===== src/rtl/pattern_sequencer.sv =====
module pattern_sequencer #(
  parameter int ADDR_W  = 32,
  parameter int BANK_W  = 3,
  parameter int ROW_W   = 14,
  parameter int COL_W   = 10,
  parameter int PM_AW   = 5,
  parameter int REP_W   = 4,
  parameter int REF_INT = 200,
  parameter int CFG_AW  = 8,
  parameter int CFG_DW  = 32
) (
  input  logic              clk,
  input  logic              rst_n,
  input  logic              req_valid,
  input  logic              req_write,
  input  logic [ADDR_W-1:0] req_addr,
  output logic              req_ready,
  input  logic              cfg_we,
  input  logic [CFG_AW-1:0] cfg_addr,
  input  logic [CFG_DW-1:0] cfg_wdata,
  output logic              busy,
  output logic              ras_n,
  output logic              cas_n,
  output logic              we_n,
  output logic [BANK_W-1:0] bank,
  output logic [ROW_W-1:0]  addr
);
  localparam int PM_DEPTH = 1 << PM_AW;
  localparam int LEN_W    = PM_AW + 1;
  localparam int OP_W     = 3;
  localparam int WORD_W   = OP_W + BANK_W + REP_W;
  localparam int SH_W     = $clog2(ADDR_W);
  localparam int SH_LSB   = 16;
  localparam int REF_W    = $clog2(REF_INT);
  localparam int NSLOT    = 3;

  localparam logic [OP_W-1:0] OP_NOP = 3'd0;
  localparam logic [OP_W-1:0] OP_ACT = 3'd1;
  localparam logic [OP_W-1:0] OP_RD  = 3'd2;
  localparam logic [OP_W-1:0] OP_WR  = 3'd3;
  localparam logic [OP_W-1:0] OP_PRE = 3'd4;
  localparam logic [OP_W-1:0] OP_REF = 3'd5;

  logic [WORD_W-1:0] pmem     [PM_DEPTH];
  logic [PM_AW-1:0]  slot_org [NSLOT];
  logic [LEN_W-1:0]  slot_len [NSLOT];
  logic [ROW_W-1:0]  map_mask [NSLOT];
  logic [SH_W-1:0]   map_sh   [NSLOT];

  logic              playing, ref_pend;
  logic [PM_AW-1:0]  ptr;
  logic [LEN_W-1:0]  left;
  logic [REP_W-1:0]  rep_cnt;
  logic [BANK_W-1:0] cur_bank;
  logic [ROW_W-1:0]  cur_row;
  logic [COL_W-1:0]  cur_col;
  logic [REF_W-1:0]  ref_cnt;

  wire [WORD_W-1:0] word  = pmem[ptr];
  wire [OP_W-1:0]   w_op  = word[WORD_W-1 -: OP_W];
  wire [BANK_W-1:0] w_off = word[REP_W +: BANK_W];
  wire [REP_W-1:0]  w_rep = word[REP_W-1:0];
  wire              w_idle  = (w_op == OP_NOP) || (w_op > OP_REF);
  wire              advance = !w_idle || (rep_cnt == w_rep);

  wire       start_ref = !playing && ref_pend;
  wire       start_req = !playing && !ref_pend && req_valid;
  wire [1:0] sel       = start_ref ? 2'd2 : {1'b0, req_write};

  wire [ADDR_W-1:0] sh_bank = req_addr >> map_sh[0];
  wire [ADDR_W-1:0] sh_row  = req_addr >> map_sh[1];
  wire [ADDR_W-1:0] sh_col  = req_addr >> map_sh[2];
  wire [BANK_W-1:0] f_bank  = sh_bank[BANK_W-1:0] & map_mask[0][BANK_W-1:0];
  wire [ROW_W-1:0]  f_row   = sh_row[ROW_W-1:0] & map_mask[1];
  wire [COL_W-1:0]  f_col   = sh_col[COL_W-1:0] & map_mask[2][COL_W-1:0];

  wire [1:0] cfg_region = cfg_addr[CFG_AW-1 -: 2];
  wire [1:0] cfg_idx    = cfg_addr[1:0];

  logic unused_bits;
  assign unused_bits = ^{cfg_wdata, cfg_addr, sh_bank, sh_row, sh_col,
                         map_mask[0], map_mask[2]};

  assign busy      = playing;
  assign req_ready = !playing && !ref_pend;

  always_ff @(posedge clk or negedge rst_n) begin
    if (!rst_n) begin
      playing  <= 1'b0;
      ptr      <= '0;
      left     <= '0;
      rep_cnt  <= '0;
      cur_bank <= '0;
      cur_row  <= '0;
      cur_col  <= '0;
    end else if (playing) begin
      if (advance) begin
        rep_cnt <= '0;
        ptr     <= ptr + PM_AW'(1);
        left    <= left - LEN_W'(1);
        if (left <= LEN_W'(1)) playing <= 1'b0;
      end else begin
        rep_cnt <= rep_cnt + REP_W'(1);
      end
    end else if (start_ref || start_req) begin
      playing  <= 1'b1;
      ptr      <= slot_org[sel];
      left     <= slot_len[sel];
      rep_cnt  <= '0;
      cur_bank <= start_ref ? '0 : f_bank;
      cur_row  <= start_ref ? '0 : f_row;
      cur_col  <= start_ref ? '0 : f_col;
    end
  end

  always_ff @(posedge clk or negedge rst_n) begin
    if (!rst_n) begin
      ref_cnt  <= '0;
      ref_pend <= 1'b0;
    end else begin
      if (start_ref) ref_pend <= 1'b0;
      if (ref_cnt == REF_W'(REF_INT - 1)) begin
        ref_cnt  <= '0;
        ref_pend <= 1'b1;
      end else begin
        ref_cnt <= ref_cnt + REF_W'(1);
      end
    end
  end

  always_ff @(posedge clk or negedge rst_n) begin
    if (!rst_n) begin
      for (int i = 0; i < PM_DEPTH; i++) pmem[i] <= '0;
      for (int i = 0; i < NSLOT; i++) begin
        slot_org[i] <= '0;
        slot_len[i] <= '0;
        map_mask[i] <= '0;
        map_sh[i]   <= '0;
      end
    end else if (cfg_we && !playing) begin
      case (cfg_region)
        2'd0: pmem[cfg_addr[PM_AW-1:0]] <= cfg_wdata[WORD_W-1:0];
        2'd1: if (cfg_idx != 2'd3) begin
          slot_org[cfg_idx] <= cfg_wdata[PM_AW-1:0];
          slot_len[cfg_idx] <= cfg_wdata[PM_AW +: LEN_W];
        end
        2'd2: if (cfg_idx != 2'd3) begin
          map_mask[cfg_idx] <= cfg_wdata[ROW_W-1:0];
          map_sh[cfg_idx]   <= cfg_wdata[SH_LSB +: SH_W];
        end
        default: ;
      endcase
    end
  end

  always_comb begin
    {ras_n, cas_n, we_n} = 3'b111;
    bank = '0;
    addr = '0;
    if (playing) begin
      case (w_op)
        OP_ACT: begin
          {ras_n, cas_n, we_n} = 3'b011;
          bank = cur_bank + w_off;
          addr = cur_row;
        end
        OP_RD: begin
          {ras_n, cas_n, we_n} = 3'b101;
          bank = cur_bank + w_off;
          addr = ROW_W'(cur_col);
        end
        OP_WR: begin
          {ras_n, cas_n, we_n} = 3'b100;
          bank = cur_bank + w_off;
          addr = ROW_W'(cur_col);
        end
        OP_PRE: begin
          {ras_n, cas_n, we_n} = 3'b010;
          bank = cur_bank + w_off;
        end
        OP_REF: {ras_n, cas_n, we_n} = 3'b001;
        default: ;
      endcase
    end
  end
endmodule



===== config.mk =====
export PLATFORM = sky130hd
export DESIGN_NAME = pattern_sequencer
export DESIGN_NICKNAME = d
export VERILOG_FILES = /design/src/rtl/pattern_sequencer.sv
export SDC_FILE = /design/constraint.sdc
export NUM_CORES = 1
export LEC_CHECK = 0
export BUFFER_PORTS_ARGS = -buffer_cell sky130_fd_sc_hd__clkbuf_2
export CORE_UTILIZATION = 62
export DETAILED_ROUTE_END_ITERATION = 16
export GPL_TIMING_DRIVEN = 1
export PLACE_DENSITY_LB_ADDON = 0.1
export SLEW_MARGIN = 20
export SYNTH_ARGS = -nofsm -noshare
export SYNTH_HDL_FRONTEND = slang
export SYNTH_SLANG_ARGS = --single-unit

===== constraint.sdc =====
create_clock -name clk -period 5.1 [get_ports clk]
set_input_delay 1.02 -clock clk [delete_from_list [all_inputs] [get_ports clk]]
set_output_delay 1.02 -clock clk [all_outputs]
set_load 0.02 [all_outputs]

## After elaboration in Yosys (flattened, before gate mapping)

Cells that the tools add are included.

| word-level totals | value |
|---|---|
| register bits after elaboration | 462 |
| input port bits | 77 |
| output and inout bits | 22 |
| word-level logic and storage cells | 166 |

| operators by class | value |
|---|---|
| $add $sub $neg | 5 |
| $lt $le $gt $ge | 8 |
| equal/unequal tests | 11 |
| shift-type cells | 3 |
| multiplexer cells | 52 |
| bitwise logic cells | 8 |
| reduce and logical (&&, ||, !) cells | 26 |

Operator list:

| kind | count |
|---|---|
| $bwmux 320 | 1 |
| $bmux 10 s5 | 1 |
| $demux 10 s5 | 1 |
| $bwmux 42 | 1 |
| $mux 14 | 3 |
| $mux 10 | 4 |
| $mux 6 | 6 |
| $shr 32x5->10 | 1 |
| $shr 32x5->14 | 1 |
| $shr 32x5->3 | 1 |
| $bwmux 15 | 2 |
| $mux 5 | 6 |
| $demux 14 s2 | 1 |
| $pmux 14 s2 | 1 |
| $bwmux 18 | 1 |
| $and 14x14->14 | 1 |
| $bmux 6 s2 | 1 |
| $demux 6 s2 | 1 |
| $ge 6x6->1 const B | 2 |
| $mux 1 | 12 |
| $mux 4 | 3 |
| $not 5->6 | 2 |
| $and 10x10->10 | 1 |
| $bmux 5 s2 | 1 |
| other kinds (37) | 58 |

## Depth between registers and ports, before layout

| logic depth | value |
|---|---|
| word-level depth | 10 |
| mapped depth | 15 |
| mapped depth without buffers | 9 |

## Least setup slack after synthesis

OpenSTA, ideal clock, no wires.

| path | value |
|---|---|
| path kind | register -> output |
| from | register ptr[0] |
| to | output port bank[1] |
| data arrival time | 3.919 ns |
| data required time | 4.080 ns |
| slack | 0.161 ns |
| cell stages (with the launch flop) | 14 |
| path buffers | 6 |
| cells stage by stage | dfrtp_1 buf_2 buf_4 buf_4 buf_4 buf_2 buf_2 mux4_2 mux4_2 mux2_2 ha_1 inv_1 fa_1 nor2_1 |

| on the way | value |
|---|---|
| word-level cells in the longest chain between the ends | 8 |
| elaborated cells between the ends (all ways) | 12 |
| those cells by class | 1 x add/sub; 4 x eq/ne; 5 x mux; 1 x bitwise; 1 x reduce/logical |

RTL lines:

| item | line | text |
|---|---|---|
| from (decl) | 51 | `logic [PM_AW-1:0] ptr;` |
| from (signal assigned) | 99 | `ptr <= ptr + PM_AW'(1);` |
| from (signal assigned) | 107 | `ptr <= slot_org[sel];` |
| $not 5->6 (not written as such) * | 59 | `wire [WORD_W-1:0] word = pmem[ptr];` |
| $bmux 10 s5 * | 59 |  |
| $mux 10 (not written as such) * (2 in a row) | 59 |  |
| parallel branches: the longest is 2 deep, another holds $add 3x3->3 | -- |  |
| $mux 3 * | -- |  |
| $mux 3 * | 160 | `if (playing) begin` |
| to (decl) | 25 | `output logic [BANK_W-1:0] bank,` |

Every way passes the cells marked *. The select of a mux whose other input is x is not followed.

## Worst setup path in the final report

| path | value |
|---|---|
| from | register ptr[1] |
| to | output port bank[2] |

The elaborated chain is that of the path after synthesis.

==> impl_metrics.ini <==
[outcome]
status = finished clean

[power_and_ir_drop]
power.static_leakage_nw = 12.2
internal_pwr_total_mw = 6.31
power-per-cell-area_nw_per_um2 = 339
power.share.switching_pct = 28.4
clock_power_share_pct = 37.8
p_comb_share_pct = 19.0
ir_drop_mv = 0.283
total_switching_power_mw = 2.50
sequentialPowerShare_pct = 43.2

[cts]
worst_skew_pair.late_latency_ns = 0.57
numCtsBuffers = 46
ctsLongestPathBuffers = 3
cts_hold_buffers = 0
root_buffer = clkbuf_16
tritoncts = built
htree_levels = 2
path_clk_slew_ns = 0.06
cts.sinks = 447

[route]
first_iter_violations = 1169
drtAntennaViolNets = 0
routedWlPerCell_um = 25.6
drt_first_pass_iters = 5
post-route-drc-count = 0
num_vias = 15438
via_per_inst = 6.61
drt-total-wl_mm = 59.8

[worst_setup_path]
worst_endpoint_required_time_ns = 4.08
setup.worst_path.end_class = output port
critical_path.startpoint_type = register
worst-endpoint-arrival_ns = 3.99
path_class = reg2out
worst-path-max-fanout = 25

[synthesis]
commonest_cells_in_the_netlist = dfrtp_1, mux2_2, mux4_2
synth_cell_types = 61
mappedNetlistArea_um2 = 23700
synth.yosys.seq_area_share_pct = 47.3
netlist.area_leader.share_pct = 47.3
yosys_register_bits = 447
synth-warning-count = 0
synth.most_common_cell = dfrtp_1
synth.area.top_cells = dfrtp_1, mux2_2, mux4_2
number_of_flops_mapped_to_enable_cells_by_yosys = 0
synth.avg_cell_area_um2 = 13.4
synthArstFlopShare_pct = 100
synth-main-ff-cell = dfrtp_1
synthesis.instances = 1768
post-synth-top-area-cell = dfrtp_1
synth_nets = 1852

[floorplan]
start_util_pct = 62.9
core-area_um2 = 37600
num_rows = 71
ios = 99
die_area_um2 = 38900
die_height_um = 197
floorplan.die.width_um = 197

[global_routing]
grt_max_degree = 123
grt_antenna_before_repair = 2
first_global_vias = 15652
grt_use_total_pct = 32.0
overflow = 0
first_pass_grt_wire_length_mm = 93.4

[sta]
rsz0062_at_grt = no
timing_max_transition_violations_final = 0
timing.setup.tns_ns = 0
setup_viol = 0
worst_slew_pin_slew_ns = 1.05
layout_min_cycle_time_ns = 5.01
final_critical_path_setup_slack_ns = 0.0878
period_share_pct = 98.3
finClkSkew_ns = 0.0189
max_slew_margin_pct = 29.9
fmax_mhz = 200
finalHoldViolCount = 0

[final_layout]
postLayoutCoreUtil_pct = 69.2
post_route_cells_drive_above_1_share_pct = 42.8
finish.instance_area_um2 = 26000
layout-area-overhead-vs-synth_pct = 10.0
fin_nets = 1873

[place]
numPortBuffers = 84
dp.final_hpwl_mm = 39.3
place_worst_setup_slack_ns = 0.365
routabilityCongestion = 0.905
placed_area_um2 = 24500

[hold_path]
hold_crit_path_type = reg2reg

[run]
maxCapViolCount = 0
[cell usage in the layout (no fill, tap or decap), drive strengths merged, types with 5 or more instances in the layout]
cell type  instances
nor3              10
clkinv            11
nor2              73
mux2i             91
inv               18
buf               43
nand3             13
or3                5
ha                 6
and3               7
a21oi             42
o22a               5
and2              14
mux2             432
a22o              12
a211oi            18
o2111ai            8
nand3b            11
o21ai             43
nor2b             18
clkbuf           153
mux4             133
a32o              30
a221oi             6
a22oi              6
o22ai              8
dfrtp            447
o211ai            12
xor2               7
nand2             84
nor3b              6
[power by group through the flow]
stage / Sequential [mW] / Clock [mW] / Combinational (mW)
2_1_floorplan: 3.73 / 0 / 1.24
3_5_place_dp: 3.90 / 0 / 1.63
3_3_place_gp: 3.89 / 0 / 1.59
4_1_cts: 3.81 / 3.40 / 1.67
5_1_grt: 3.82 / 3.53 / 1.80
6_report: 3.81 / 3.33 / 1.67
[through the flow]
stage                     power [mW]  hold WS [ns]  std cells
after floorplan                 4.97         0.447       1768
after global placement          5.49         0.468       2250
after detailed placement        5.52         0.472       2250
after CTS                       8.88         0.480       2334
after global routing            9.15         0.499       2336
final                           8.81         0.479       2336
[flip-flops by register name, summed over array words and instances, names as in the netlist]
signal / count
cur_bank: 3
ref_cnt: 8
busy: 1
rep_cnt: 4
cur_col: 10
slot_len: 18
ref_pend: 1
pmem: 320
ptr: 5
left: 6
cur_row: 14
map_sh: 15
map_mask: 27
slot_org: 15
[worst max-delay path: stages (launching register included)]
cell and delay, ns:
dfrtp_2 0.75, buf_12 0.28, mux4_2 0.35, mux4_2 0.52, mux2_2 0.33, ha_1 0.19
inv_1 0.06, fa_1 0.18, xor2_1 0.18, xnor2_1 0.09, nor2_1 0.22, clkbuf_2 0.22
[routing by layer]
layer / vias to the layer above / wire length [um] / global-route usage (%) / part of all wire [%]
met5: - / 0 / 0 / 0
met4: 0 / 2070 / 12.8 / 3.5
met3: 99 / 3800 / 5.40 / 6.4
met2: 524 / 28400 / 50.0 / 48
met1: 8088 / 25500 / 45.1 / 43
li1: 6727 / - / - / -
[final timing paths]
path / end / cells past startpoint / slack [ns] / from
worst max register to register: ptr[0] / 9 / 1.08 / ptr[0]
worst min register to register: cur_row[13] / 1 / 0.48 / cur_row[13]
worst min-delay path: cur_row[13] / 1 / 0.48 / cur_row[13]
min in group asynchronous: pmem[66] / 1 / 0.55 / rst_n
max in group asynchronous: ptr[1] / 2 / 3.20 / rst_n
worst max-delay path: bank[2] / 11 / 0.09 / ptr[1]
[repair_timing]
action | 4_1_cts | 5_1_grt
buffers inserted | 2 | 0
resized for setup | 1 | 0
endpoints found under the setup margin | 16 | 0
endpoints found under the hold margin | 0 | 0
[logic make-up (layout without fill, tap and decap cells)]
kind of cell	after synthesis	in the layout	share of synthesized area, %
flops	447	447	47.3
other cells	0	2	0
compound gates	220	220	6.77
buf+inv	171	226	2.91
xor+xnor	10	10	0.370
simple gates	257	257	5.17
mux	656	656	37.1
fa+ha+maj	7	7	0.402
[layout make-up]
| class | count | area [um^2] |
|---|---|---|
| multi-input combinational | 1150 | 11800 |
| fill | 2707 | 11600 |
| sequential | 447 | 11200 |
| clock buffer | 70 | 1410 |
| timing repair buffer | 126 | 808 |
| tap | 511 | 639 |
| clock inverter | 12 | 92.6 |
| inverter | 18 | 67.6 |
| antenna | 2 | 5.00 |
No activity file was read; power rests on OpenSTA's default activity.
